$ cat config.mk
export PLATFORM = sky130hd
export DESIGN_NAME = i2c_wr_target
export DESIGN_NICKNAME = d
export VERILOG_FILES = /design/src/rtl/i2c_tgt_pkg.sv /design/src/rtl/i2c_tgt_datapath.sv /design/src/rtl/i2c_tgt_control.sv /design/src/rtl/i2c_wr_target.sv
export SDC_FILE = /design/constraint.sdc
export NUM_CORES = 1
export LEC_CHECK = 0
export ABC_CLOCK_PERIOD_IN_PS = 2220
export CAP_MARGIN = 20
export CORE_AREA = 3 3 68 96
export DETAILED_ROUTE_END_ITERATION = 8
export DIE_AREA = 0 0 71 99
export DONT_BUFFER_PORTS = 1
export PLACE_DENSITY_LB_ADDON = 0.1
export SLEW_MARGIN = 20
export SYNTH_ARGS = -nofsm -noshare
export SYNTH_HDL_FRONTEND = slang
export SYNTH_SLANG_ARGS = --single-unit
export TNS_END_PERCENT = 30
$ cat constraint.sdc
create_clock -name clk -period 2.22 [get_ports clk]
set_input_delay 0.111 -clock clk [delete_from_list [all_inputs] [get_ports clk]]
set_output_delay 0.111 -clock clk [all_outputs]
set_load 0.03 [all_outputs]
$ cat src/rtl/i2c_tgt_pkg.sv
package i2c_tgt_pkg;

  // strobes from control to datapath
  typedef struct packed {
    logic shiftBit;
    logic loadPtr;
    logic commitData;
    logic pullSda;
  } ctrlStrobe_t;

  // observations from datapath to control
  typedef struct packed {
    logic sclRise;
    logic sclFall;
    logic startSeen;
    logic stopSeen;
    logic addrHit;
    logic readReq;
  } busEvent_t;

  typedef enum logic [1:0] {PH_IDLE, PH_RECV, PH_ACK, PH_HOLD} phase_t;
  typedef enum logic [1:0] {BK_ADDR, BK_SUB, BK_DATA} byteKind_t;

endpackage

$ cat src/rtl/i2c_tgt_datapath.sv
module i2c_tgt_datapath
  import i2c_tgt_pkg::*;
#(
  parameter int NUM_REGS = 5,
  parameter int SYNC_STAGES = 2,
  parameter logic [5:0] DEV_ADDR_HI = 6'b001000
) (
  input  logic clk,
  input  logic rstN,
  input  logic sclIn,
  input  logic sdaIn,
  input  logic strapBit,
  input  ctrlStrobe_t ctrl,
  output busEvent_t evt,
  output logic [NUM_REGS*8-1:0] regFlat,
  output logic wrStrobe,
  output logic [$clog2(NUM_REGS)-1:0] wrIndex
);
  localparam int IDX_W = $clog2(NUM_REGS);
  localparam int LAST = NUM_REGS - 1;

  // synchronizer plus one extra stage holding the previous level
  logic [SYNC_STAGES:0] sclPipe, sdaPipe;
  logic sclNow, sclPrev, sdaNow, sdaPrev;

  always_ff @(posedge clk) begin
    if (!rstN) begin
      sclPipe <= '1;
      sdaPipe <= '1;
    end else begin
      sclPipe <= {sclPipe[SYNC_STAGES-1:0], sclIn};
      sdaPipe <= {sdaPipe[SYNC_STAGES-1:0], sdaIn};
    end
  end

  assign sclNow  = sclPipe[SYNC_STAGES-1];
  assign sclPrev = sclPipe[SYNC_STAGES];
  assign sdaNow  = sdaPipe[SYNC_STAGES-1];
  assign sdaPrev = sdaPipe[SYNC_STAGES];

  // byte shifter
  logic [7:0] shiftReg;
  always_ff @(posedge clk) begin
    if (!rstN) shiftReg <= '0;
    else if (ctrl.shiftBit) shiftReg <= {shiftReg[6:0], sdaNow};
  end

  always_comb begin
    evt.sclRise   = sclNow & ~sclPrev;
    evt.sclFall   = ~sclNow & sclPrev;
    evt.startSeen = sclNow & sclPrev & sdaPrev & ~sdaNow;
    evt.stopSeen  = sclNow & sclPrev & ~sdaPrev & sdaNow;
    evt.addrHit   = (shiftReg[7:1] == {DEV_ADDR_HI, strapBit});
    evt.readReq   = shiftReg[0];
  end

  // register pointer and bank
  logic [7:0] regPtr;
  logic [7:0] regBank [NUM_REGS];
  logic ptrValid;

  assign ptrValid = (regPtr < 8'(NUM_REGS));

  always_ff @(posedge clk) begin
    if (!rstN) begin
      regPtr   <= '0;
      wrStrobe <= 1'b0;
      wrIndex  <= '0;
      for (int k = 0; k < NUM_REGS; k++) regBank[k] <= '0;
    end else begin
      wrStrobe <= 1'b0;
      if (ctrl.loadPtr) begin
        regPtr <= shiftReg;
      end else if (ctrl.commitData) begin
        if (ptrValid) begin
          regBank[regPtr[IDX_W-1:0]] <= shiftReg;
          wrStrobe <= 1'b1;
          wrIndex  <= regPtr[IDX_W-1:0];
        end
        regPtr <= (regPtr >= 8'(LAST)) ? 8'd0 : regPtr + 8'd1;
      end
    end
  end

  for (genvar g = 0; g < NUM_REGS; g++) begin : gOut
    assign regFlat[g*8 +: 8] = regBank[g];
  end

endmodule

$ cat src/rtl/i2c_tgt_control.sv
module i2c_tgt_control
  import i2c_tgt_pkg::*;
(
  input  logic clk,
  input  logic rstN,
  input  busEvent_t evt,
  output ctrlStrobe_t ctrl
);
  phase_t phase;
  byteKind_t kind;
  logic [3:0] bitCnt;
  logic byteDone, wantAck;

  always_comb begin
    byteDone = (phase == PH_RECV) && evt.sclFall && (bitCnt == 4'd8);
    wantAck  = (kind != BK_ADDR) || (evt.addrHit && !evt.readReq);
    ctrl.shiftBit   = (phase == PH_RECV) && evt.sclRise && (bitCnt < 4'd8);
    ctrl.loadPtr    = byteDone && (kind == BK_SUB);
    ctrl.commitData = byteDone && (kind == BK_DATA);
    ctrl.pullSda    = (phase == PH_ACK);
  end

  always_ff @(posedge clk) begin
    if (!rstN) begin
      phase  <= PH_IDLE;
      kind   <= BK_ADDR;
      bitCnt <= '0;
    end else if (evt.stopSeen) begin
      phase <= PH_IDLE;
    end else if (evt.startSeen) begin
      phase  <= PH_RECV;
      kind   <= BK_ADDR;
      bitCnt <= '0;
    end else begin
      case (phase)
        PH_RECV: begin
          if (ctrl.shiftBit) bitCnt <= bitCnt + 4'd1;
          if (byteDone) phase <= wantAck ? PH_ACK : PH_HOLD;
        end
        PH_ACK: begin
          if (evt.sclFall) begin
            phase  <= PH_RECV;
            bitCnt <= '0;
            kind   <= (kind == BK_ADDR) ? BK_SUB : BK_DATA;
          end
        end
        default: ;
      endcase
    end
  end

endmodule

$ cat src/rtl/i2c_wr_target.sv
module i2c_wr_target
  import i2c_tgt_pkg::*;
#(
  parameter int NUM_REGS = 5,
  parameter int SYNC_STAGES = 2,
  parameter logic [5:0] DEV_ADDR_HI = 6'b001000
) (
  input  logic clk,
  input  logic rstN,
  input  logic sclIn,
  input  logic sdaIn,
  input  logic strapBit,
  output logic sdaPullLow,
  output logic [NUM_REGS*8-1:0] regFlat,
  output logic wrStrobe,
  output logic [$clog2(NUM_REGS)-1:0] wrIndex
);
  ctrlStrobe_t ctrl;
  busEvent_t evt;

  i2c_tgt_datapath #(
    .NUM_REGS(NUM_REGS), .SYNC_STAGES(SYNC_STAGES), .DEV_ADDR_HI(DEV_ADDR_HI)
  ) uData (
    .clk(clk), .rstN(rstN), .sclIn(sclIn), .sdaIn(sdaIn), .strapBit(strapBit),
    .ctrl(ctrl), .evt(evt), .regFlat(regFlat), .wrStrobe(wrStrobe), .wrIndex(wrIndex)
  );

  i2c_tgt_control uCtrl (
    .clk(clk), .rstN(rstN), .evt(evt), .ctrl(ctrl)
  );

  assign sdaPullLow = ctrl.pullSda;

endmodule

Yosys cells after proc, flatten, opt, wreduce, memory -nomap -nowiden --
Memory sizes are Yosys's and may differ from the RTL's. Cells that the tools add are included.
Cells by class: add/sub/neg operators 2, $mul 0, div/mod/pow operators 0, $lt $le $gt $ge 3, eq/ne operators 11, shift-type cells 0, mux-type cells 25, bitwise gates (word level) 14, reductions and logical operators 24
Operators with widths (count):
- $mux 8 | 4
- $mux 2 | 6
- $mux 4 | 3
- $reduce_and 3->1 | 4
- $reduce_bool 2->1 | 5
- $mux 1 | 9
- $add 8x1->8 const B | 1
- $ge 8x3->1 const B | 1
- $lt 8x3->1 const B | 1
- $pmux 4 s2 | 1
- $reduce_or 8->1 | 1
- $and 1x1->1 | 7
- $eq 7x5->1 | 1
- $logic_and 1x1->1 | 7
- $not 1->1 | 7
- $add 4x1->4 const B | 1
- $eq 2x1->1 const B | 2
- $eq 2x2->1 const B | 2
- $eq 4x4->1 const B | 1
- $lt 4x4->1 const B | 1
- $ne 2x1->1 const B | 2
- $pmux 2 s2 | 1
- $reduce_and 4->1 | 1
- $mux 3 | 1
- other kinds (9) | 9
Storage, ports and cells: register bits 34, latch bits 0, RAM bits 40, bits in read-only memories 0, logic and storage cells 90, memories kept 1
Memories:
- uData.regBank | depth 5, width 8, read ports 5, clocked after Yosys merged registers in 0, write ports 5, RTL line i2c_tgt_datapath.sv:59 | logic [7:0] regBank [NUM_REGS];

Depth between registers and ports, before layout --
Gate-level depths: netlist (run 1).
depth after elaboration 11, mapped depth 8, mapped depth without buffers 7

Cells and area by module --
Synthesis (run 1) repeated with hierarchy kept, for this count alone.
Unflattened totals: cells, all modules 283, area, all modules 3191.8 um2
Modules (own cells, without submodules):
- i2c_tgt_datapath | instances 1, cells each 219, area each 2652.5 um2
- i2c_tgt_control | instances 1, cells each 64, area each 539.3 um2

Least setup slack after synthesis (run 1) --
Ideal clock, no wire load.
path kind register -> register, start point register uCtrl.phase[1], end point memory uData.regBank[0][0], enable pin, setup time 0.329 ns, arrival time 1.841 ns, required time 1.891 ns, setup slack 0.050 ns, cell stages (with the launch flop) 9, path buffers 1, cell sequence dfxtp_1 > inv_1 > ha_1 > and4b_1 > nand4_4 > nor4b_4 > buf_6 > nand2_1 > nand2_1
RTL lines:
- from (decl) | RTL line i2c_tgt_control.sv:9 | phase_t phase;
- from (signal assigned) | RTL line i2c_tgt_control.sv:38 | if (byteDone) phase <= wantAck ? PH_ACK : PH_HOLD;
- to (decl) | RTL line i2c_tgt_datapath.sv:59

==> results.ini, run 1 <==
[run_status]
status = finished clean

[clocking]
cts_tree = yes
cts_setup_buffers = 0
cts.path.max_buffers = 2
clockRootBuffer = clkbuf_8
cts_sinks = 74
clk-insertion-delay-late_ns = 0.35
cts-htree-levels = 3
numCtsBuffers = 9
path_clk_slew_ns = 0.08

[global_routing]
track_usage = 0.198
grt_first_pass_wirelength_mm = 10.7
grt_overflow = 0
grt_antenna_before_repair = 0
grt_max_degree = 35
grt_pass1_vias = 2078

[timing]
tightest_slew_ns = 0.679
period_share = 0.916
setup_ws_ns = 0.186
whs_ns = 0.00271
finalSetupTns_ns = 0
slew_viol_final = 0
rsz0062_at_grt = false
hold_viol = 0
max_freq_mhz = 492
slew_headroom = 0.544
clock_skew_ns = 0.00616
setup_viol = 0
layout_min_cycle_time_ns = 2.03

[finish]
n_antenna_cell = 0
drive_gt1_frac = 0.129
seq_area_sq_um = 1880
final_nets = 301
post-route-util = 0.621
nFillCells = 463
multi_input_area_sq_um = 1250
finish.instance_area_sq_um = 3590
syn_to_final_growth_pct = 12.1
instances_no_fill = 365

[pwr]
peakVddDrop_mv = 0.539
clockPowerShare = 0.400
power_mw = 3.12
sequentialPowerShare = 0.516
p_per_area_nw_per_um2 = 869
swShare = 0.248
switchingPower_uw = 775
p_comb_frac = 0.084
p_leak_nw = 1.35
internal_power_mw = 2.35

[die]
die_area_sq_um = 7030
io_pins = 50
rows = 33
fp.dieW_um = 71
die_h_um = 99
coreArea_sq_um = 5780
start_util = 0.555

[worst_setup_path]
worstSetupPathType = flop to flop
timing.reg2reg.setup_slack_ns = 0.19
cp_slowest_cell = dfxtp_1
max_stage_delay_ns = 0.35
cp-start-kind = flop
cp_top_family = simple AND/OR/NAND/NOR gates
ff2ff_path_depth = 7
end_kind = flop
worstPathRequired_ns = 2.27
critPathArrivalTime_ns = 2.08
r2r_end = uData.regBank[3][7]$_SDFFCE_PN0P_
path_cells = inv_1 > ha_1 > and4b_1 > nand4_4 > nor3b_4 > and3_1 > nand2b_2
crit_fanout = 8
r2r-start = uCtrl.bitCnt[0]$_SDFFE_PN0P_
crit_buf_inv = 1
crit_cells = 7

[synth]
synth_seq_cells = 74
syn_inst = 280
synthArstFlopShare = 0
syn_avg_cell_area_sq_um = 11.4
synth_edf_count = 40
syn_nets = 291
seq_area_frac_synth = 0.587
synth_warnings = 0
synth-main-ff-cell = edfxtp_1
synth.distinct_cells = 41
syn-cell-area_sq_um = 3210

[placed_design]
place_area_sq_um = 3300
pre_cts_ws_ns = -0.00877
dp_cells = 346
numPortBuffers = 0
hpwl_mm = 4.33
gp_congestion = 0.899

[drt]
drt-vias-per-instance = 5.90
wl_met2_mm = 3.39
drt_iter0_drc = 180
routed_wl_mm = 6.71
drt_first_pass_iters = 4
vias = 2154
wl_per_cell_um = 18.4
wl_met3_um = 373
highest_layer = met4
drt-met1-wl_mm = 2.77
drcViolationCount = 0
ant_nets = 0

[worst_hold_path]
holdPathStages = 1
min_to = uData.regBank[1][6]$_SDFFCE_PN0P_
hold_class = input port to flop
min_from = rstN

[job]
cap_violations = 0

==> metal layers <==
metal,up-vias,GRT usage
met4,0,0.104
met1,1035,0.226
li1,1030,-
met2,76,0.339
met3,13,0.0459
met5,-,0
==> worst reg2reg max path: stages (launching register included) <==
cell and delay, ns:
dfxtp_1 0.35, inv_1 0.07, ha_1 0.14, and4b_1 0.31, nand4_4 0.17, nor3b_4 0.27, and3_1 0.20, nand2b_2 0.23
==> what timing repair did <==
action,4_1_cts,5_1_grt
hold buffers,3,0
resized for setup,2,5
gates cloned,0,0
hold endpoints to repair,33,0
setup endpoints to repair,16,32
==> flip-flops by register name, indices dropped and copies added (netlist names) <==
register,count
uCtrl.bitCnt,4
uData.shiftReg,8
uData.regPtr,8
uData.wrIndex,3
uCtrl.kind,2
uData.sclPipe,3
uCtrl.phase,2
uData.sdaPipe,3
uData.wrStrobe,1
uData.regBank,40
==> final cells by class <==
class / count / area share
inverters: 9 / 0.00940
clock inverters: 7 / 0.0327
repair buffers: 12 / 0.0258
multi-input cells: 184 / 0.349
clock buffers: 9 / 0.0345
well taps: 70 / 0.0244
flip-flops and latches: 74 / 0.524
==> logic make-up after synthesis <==
family / count (synthesis) / share of synthesized area
and+or+nand+nor: 128 / 0.247
AOI/OAI and AO/OA: 47 / 0.105
muxes: 2 / 0.00625
adders and majority gates: 6 / 0.0234
xor gates and xnor gates: 1 / 0.00273
buffers and inverters: 22 / 0.0289
DFF: 74 / 0.587
==> how the worst max path moves through the flow <==
stage / start / endpoint / slack (ns)
finish: uCtrl.bitCnt[0]$_SDFFE_PN0P_ / uData.regBank[3][7]$_SDFFCE_PN0P_ / 0.19
global route: uCtrl.bitCnt[0]$_SDFFE_PN0P_ / uData.regBank[3][7]$_SDFFCE_PN0P_ / 0.07
CTS: uCtrl.bitCnt[0]$_SDFFE_PN0P_ / uData.regBank[4][2]$_SDFFCE_PN0P_ / 0.10
detailed placement: uCtrl.bitCnt[0]$_SDFFE_PN0P_ / uData.regBank[1][7]$_SDFFCE_PN0P_ / -0.009
global placement: uCtrl.bitCnt[0]$_SDFFE_PN0P_ / uData.regBank[1][7]$_SDFFCE_PN0P_ / 0.11
floorplan: uCtrl.phase[1]$_SDFFE_PP0P_ / uData.regBank[0][0]$_SDFFCE_PN0P_ / 0.05
==> power groups by stage <==
| stage | logic [mW] | registers [mW] | clock network [mW] |
|---|---|---|---|
| after global placement | 0.243 | 1.64 | 0 |
| after CTS | 0.263 | 1.61 | 1.27 |
| after floorplan | 0.200 | 1.63 | 0 |
| after detailed placement | 0.249 | 1.64 | 0 |
| after global routing | 0.304 | 1.62 | 1.32 |
| final | 0.263 | 1.61 | 1.25 |
==> synthesized netlist by cell type, types with 4 or more instances <==
library cell	instances	share of area
and3_1	18	0.035
dfxtp_1	34	0.21
and2_1	28	0.055
ha_1	6	0.023
a22o_1	5	0.014
edfxtp_1	40	0.37
nor2_1	7	0.0082
o21ai_0	8	0.012
inv_1	9	0.011
nand3_1	6	0.0094
a21oi_1	12	0.019
a32o_1	5	0.016
clkbuf_1	10	0.012
nand2b_1	13	0.025
a21boi_0	8	0.019
nand2_1	34	0.040
nand3b_1	4	0.0094
==> cell usage in the layout (no fill, tap or decap), types with 5 or more instances in the layout <==
cell	netlist	final
edfxtp_1	40	40
dfxtp_1	34	34
nand2_1	34	32
and2_1	28	28
and3_1	18	18
a21oi_1	12	12
nand2b_1	13	10
inv_1	9	9
clkbuf_8	0	9
buf_4	0	9
o21ai_0	8	8
a21boi_0	8	8
nor2_1	7	7
nand3_1	6	6
ha_1	6	6
a22o_1	5	5
a32o_1	5	5
Power figures use the tool's default switching activity.
==> run 2: changes to the inputs <==
ABC_CLOCK_PERIOD_IN_PS = 1790   (was 2220)
CORE_AREA = 3 3 67 94   (was 3 3 68 96)
CTS_BUF_LIST = sky130_fd_sc_hd__clkbuf_4   (was unset)
DIE_AREA = 0 0 70 97   (was 0 0 71 99)
clock period = 1.79 ns   (was 2.22 ns; I/O delays follow)
==> results.ini, run 2 (synthesis results as in run 1) <==
[worst_setup_path]
crit_path_start = uData.regPtr[5]$_SDFFE_PN0P_
end_kind = flop
cp-start-kind = flop
crit_fanout = 8
cp_slowest_cell = nor4b_4
timing.reg2reg.setup_slack_ns = -0.07
worstSetupPathType = flop to flop
crit_cells = 5
crit_end = uData.regBank[1][2]$_SDFFCE_PN0P_
ff2ff_path_depth = 5
max_stage_delay_ns = 0.39
worstPathRequired_ns = 1.94
critPathArrivalTime_ns = 2.01
path_cells = nor4b_4 > nand4_4 > nor3b_4 > and3_4 > nand2b_4
cp_top_family = simple AND/OR/NAND/NOR gates
r2r-start = uData.regPtr[5]$_SDFFE_PN0P_
r2r_end = uData.regBank[1][2]$_SDFFCE_PN0P_
crit_buf_inv = 0

[die]
io_pins = 50
fp.dieW_um = 70
die_area_sq_um = 6790
die_h_um = 97
start_util = 0.580
coreArea_sq_um = 5530
rows = 32

[timing]
layout_min_cycle_time_ns = 1.86
slew_viol_final = 0
setup_viol = 43
finalSetupTns_ns = -1.66
hold_viol = 64
slew_headroom = 0.708
period_share = 1.04
tightest_slew_ns = 0.438
clock_skew_ns = 0.0120
whs_ns = -0.201
setup_ws_ns = -0.0698
rsz0062_at_grt = true
max_freq_mhz = 538

[job]
cap_violations = 0

[global_routing]
grt_max_degree = 46
grt_first_pass_wirelength_mm = 11.5
grt_antenna_before_repair = 0
track_usage = 0.219
grt_overflow = 0
grt_pass1_vias = 2286

[worst_hold_path]
hold_class = input port to flop

[finish]
instances_no_fill = 399
top_register = uData.regBank
final_nets = 337
drive_gt1_frac = 0.266
n_antenna_cell = 0
top_regs = uData.regBank: 40 flops, uData.regPtr: 8 flops, uData.shiftReg: 8 flops
largest_reg_flops = 40
post-route-util = 0.711
nFillCells = 394
layout_commonest_cell = edfxtp_1
mostFrequentLayoutCells = edfxtp_1 (40), buf_4 (39), nand2_1 (30)
syn_to_final_growth_pct = 22.5

[pwr]
clockPowerShare = 0.344
p_comb_frac = 0.132
p_leak_nw = 1.49
internal_power_mw = 2.83
switchingPower_uw = 975
peakVddDrop_mv = 0.707
sequentialPowerShare = 0.524
swShare = 0.256
p_per_area_nw_per_um2 = 969
power_mw = 3.81

[drt]
ant_nets = 0
drt_first_pass_iters = 4
drt_iter0_drc = 151
routed_wl_mm = 7.10
drcViolationCount = 0
wl_per_cell_um = 17.8
drt-vias-per-instance = 5.75
vias = 2295

[run_status]
violations = negative hold slack, negative setup slack
status = finished, violations left

[clocking]
clockRootBuffer = clkbuf_4
cts.path.max_buffers = 2
cts-htree-levels = 3
postCtsHoldBufs = 9
cts_sinks = 74
path_clk_slew_ns = 0.12
clk-insertion-delay-late_ns = 0.43
numCtsBuffers = 9
cts_tree = yes

[placed_design]
gp_congestion = 0.765
dp_cells = 366
numPortBuffers = 0
hpwl_mm = 4.70

## run 2: changes by cell type in the layout (fill, tap and decap cells not counted), moves of 3 or more
cell | before | now
clkbuf_4 | 0 | 10
inv_1 | 9 | 6
dlygate4sd3_1 | 2 | 9
dfxtp_1 | 34 | 28
dfxtp_2 | 0 | 6
inv_2 | 0 | 3
buf_4 | 9 | 39
clkbuf_8 | 9 | 0
## run 2: layout make-up
| type | count | area (sq um) | area share |
|---|---|---|---|
| multi-input cells | 184 | 1350 | 0.343 |
| well taps | 68 | 85.1 | 0.0217 |
| flip-flops and latches | 74 | 1890 | 0.481 |
| clock buffers | 10 | 75.1 | 0.0191 |
| clock inverters | 6 | 115 | 0.0293 |
| inverters | 9 | 33.8 | 0.00860 |
| repair buffers | 48 | 383 | 0.0975 |
## run 2: worst reg2reg max path: cells and delay by family (launching register included)
family | cells | cell delay, ns
flip-flops | 1 | 0.36
AND/OR/NAND/NOR | 5 | 1.23
## run 2: layer usage
layer / routed length [um] / share of wire / vias to the layer above / track usage
met5: 0 / 0 / - / 0
met3: 403 / 0.057 / 12 / 0.0343
met1: 2740 / 0.39 / 1088 / 0.248
li1: - / - / 1108 / -
met2: 3800 / 0.54 / 87 / 0.377
met4: 156 / 0.022 / 0 / 0.136
## run 2: worst min-delay path by stage
| stage | endpoint | cells after the start | slack, ns | from |
|---|---|---|---|---|
| 2_1_floorplan | uData.sclPipe[0]$_SDFF_PN1_ | 1 | 0.19 | sclIn |
| 3_3_place_gp | uData.sdaPipe[0]$_SDFF_PN1_ | 1 | 0.17 | rstN |
| 5_1_grt | uData.shiftReg[6]$_SDFFE_PN0P_ | 1 | -0.21 | rstN |
| 4_1_cts | uData.wrStrobe$_DFF_P_ | 1 | -0.23 | rstN |
| 6_report | uData.shiftReg[6]$_SDFFE_PN0P_ | 1 | -0.20 | rstN |
| 3_5_place_dp | uData.sdaPipe[0]$_SDFF_PN1_ | 1 | 0.17 | rstN |
## run 2: what timing repair did
action | 4_1_cts | 5_1_grt
cloned | 1 | 0
hold endpoints to repair | 74 | 64
pin swaps | 12 | 3
resized for setup | 11 | 12
setup buffers | 4 | 3
setup endpoints to repair | 85 | 90
## run 2: metrics by stage
stage	instance area (sq um)	setup WS [ns]	hold WS [ns]
6_report	3930	-0.0698	-0.201
2_1_floorplan	3250	-0.217	0.191
3_5_place_dp	3510	-0.185	0.173
4_1_cts	3870	-0.0919	-0.230
3_3_place_gp	3510	-0.125	0.168
5_1_grt	3930	-0.147	-0.214
## run 2: power groups by stage
stage	Sequential (mW)	Clock, mW	Combinational, mW
detailed placement	2.03	0	0.379
CTS	1.99	1.33	0.423
global placement	2.02	0	0.370
global route	2.01	1.39	0.559
finish	2.00	1.31	0.501
floorplan	2.03	0	0.263
==> run 3: changes to the inputs <==
SETUP_SLACK_MARGIN = 0.02   (was unset)
==> results.ini, run 3 (synthesis results as in run 1) <==
[clocking]
cts_sinks = 74
clk-insertion-delay-late_ns = 0.43
postCtsHoldBufs = 9
clockRootBuffer = clkbuf_4
numCtsBuffers = 9
path_clk_slew_ns = 0.12
cts_tree = yes
cts.path.max_buffers = 2
cts-htree-levels = 3

[timing]
slew_headroom = 0.692
setup_viol = 42
setup_ws_ns = -0.0638
finalSetupTns_ns = -1.63
whs_ns = -0.204
max_freq_mhz = 539
layout_min_cycle_time_ns = 1.85
hold_viol = 64
clock_skew_ns = 0.0111
rsz0062_at_grt = true
tightest_slew_ns = 0.462
slew_viol_final = 0
period_share = 1.04

[worst_hold_path]
min_to = uData.shiftReg[6]$_SDFFE_PN0P_
hold_class = input port to flop
min_from = rstN
holdPathStages = 1

[finish]
syn_to_final_growth_pct = 23.2
mostFrequentLayoutCells = edfxtp_1 (40), buf_4 (36), nand2_1 (30)
seq_area_sq_um = 1890
layout_commonest_cell = edfxtp_1
n_antenna_cell = 0
top_regs = uData.regBank: 40 flops, uData.regPtr: 8 flops, uData.shiftReg: 8 flops
final_nets = 337
post-route-util = 0.715
largest_reg_flops = 40
drive_gt1_frac = 0.269
top_register = uData.regBank
multi_input_area_sq_um = 1360
nFillCells = 389

[worst_setup_path]
critPathArrivalTime_ns = 2.01
timing.reg2reg.setup_slack_ns = -0.06
worstPathRequired_ns = 1.94
worstSetupPathType = flop to flop
r2r_end = uData.regBank[1][2]$_SDFFCE_PN0P_
crit_path_start = uCtrl.bitCnt[0]$_SDFFE_PN0P_
r2r-start = uCtrl.bitCnt[0]$_SDFFE_PN0P_
cp-start-kind = flop
crit_fanout = 8
ff2ff_path_depth = 7
end_kind = flop

[drt]
drt-vias-per-instance = 5.79
vias = 2312
drt_iter0_drc = 152
drcViolationCount = 0
drt_first_pass_iters = 4
wl_per_cell_um = 18.0
ant_nets = 0
routed_wl_mm = 7.18

[die]
die_h_um = 97
fp.dieW_um = 70
rows = 32
start_util = 0.580
io_pins = 50
coreArea_sq_um = 5530
die_area_sq_um = 6790

[pwr]
p_per_area_nw_per_um2 = 966
peakVddDrop_mv = 0.707
p_leak_nw = 1.49

[placed_design]
gp_congestion = 0.765
pre_cts_ws_ns = -0.185
hpwl_mm = 4.70
numPortBuffers = 0

[global_routing]
grt_first_pass_wirelength_mm = 11.5
grt_antenna_before_repair = 0
grt_overflow = 0
grt_pass1_vias = 2286
grt_max_degree = 46
track_usage = 0.219

[run_status]
status = finished, violations left
violations = negative hold slack, negative setup slack

[job]
cap_violations = 0

[run 3: cell counts in the layout (fill, tap and decap cells not counted)]
No cell type changed its count.
[run 3: how the worst max path moves through the flow]
stage | endpoint | cells past startpoint | slack [ns]
floorplan | uData.regBank[0][0]$_SDFFCE_PN0P_ | 8 | -0.22
global placement | uData.regBank[3][1]$_SDFFCE_PN0P_ | 7 | -0.13
detailed placement | uData.regBank[3][2]$_SDFFCE_PN0P_ | 7 | -0.19
CTS | uData.regBank[1][2]$_SDFFCE_PN0P_ | 7 | -0.09
global route | uData.regBank[3][1]$_SDFFCE_PN0P_ | 7 | -0.15
finish | uData.regBank[1][2]$_SDFFCE_PN0P_ | 7 | -0.06
[run 3: per-stage QoR]
stage	total power [mW]	instance area, sq um	hold slack (ns)	std cells
after floorplan	2.29	3250	0.191	280
after global placement	2.39	3510	0.168	366
after detailed placement	2.41	3510	0.173	366
after CTS	3.74	3880	-0.230	396
after global routing	3.96	3950	-0.215	399
final	3.81	3950	-0.204	399
[run 3: worst max-delay path, stage by stage (launching register included)]
cell	delay (ns)
dfxtp_2	0.34
inv_2	0.04
ha_2	0.14
and4b_2	0.26
nand4_4	0.14
nor3b_4	0.25
and3_4	0.23
nand2b_4	0.18
[run 3: repair_timing]
item	CTS	global route
setup endpoints to repair	89	91
setup buffers	4	3
gates resized for setup	14	14
pin swaps	12	4
cloned	1	0
endpoints found under the hold margin	74	64
[run 3: where the power goes]
part | internal (mW) | total (mW) | switching, mW
Clock | 0.727 | 1.32 | 0.592
Combinational | 0.235 | 0.500 | 0.266
Sequential | 1.87 | 2.00 | 0.126
Total | 2.83 | 3.81 | 0.983
[run 3: layout make-up]
| class | count | area share |
|---|---|---|
| Clock inverter | 6 | 0.0292 |
| Sequential cell | 74 | 0.478 |
| Clock buffer | 10 | 0.0190 |
| Inverter | 9 | 0.00856 |
| Timing Repair Buffer | 48 | 0.0998 |
| Multi-Input combinational cell | 184 | 0.343 |
| Tap cell | 68 | 0.0215 |
[run 3: metal layers]
layer / routed length (um) / GRT usage
met1: 2900 / 0.249
met5: 0 / 0
met2: 3790 / 0.377
met4: 216 / 0.136
met3: 272 / 0.0343
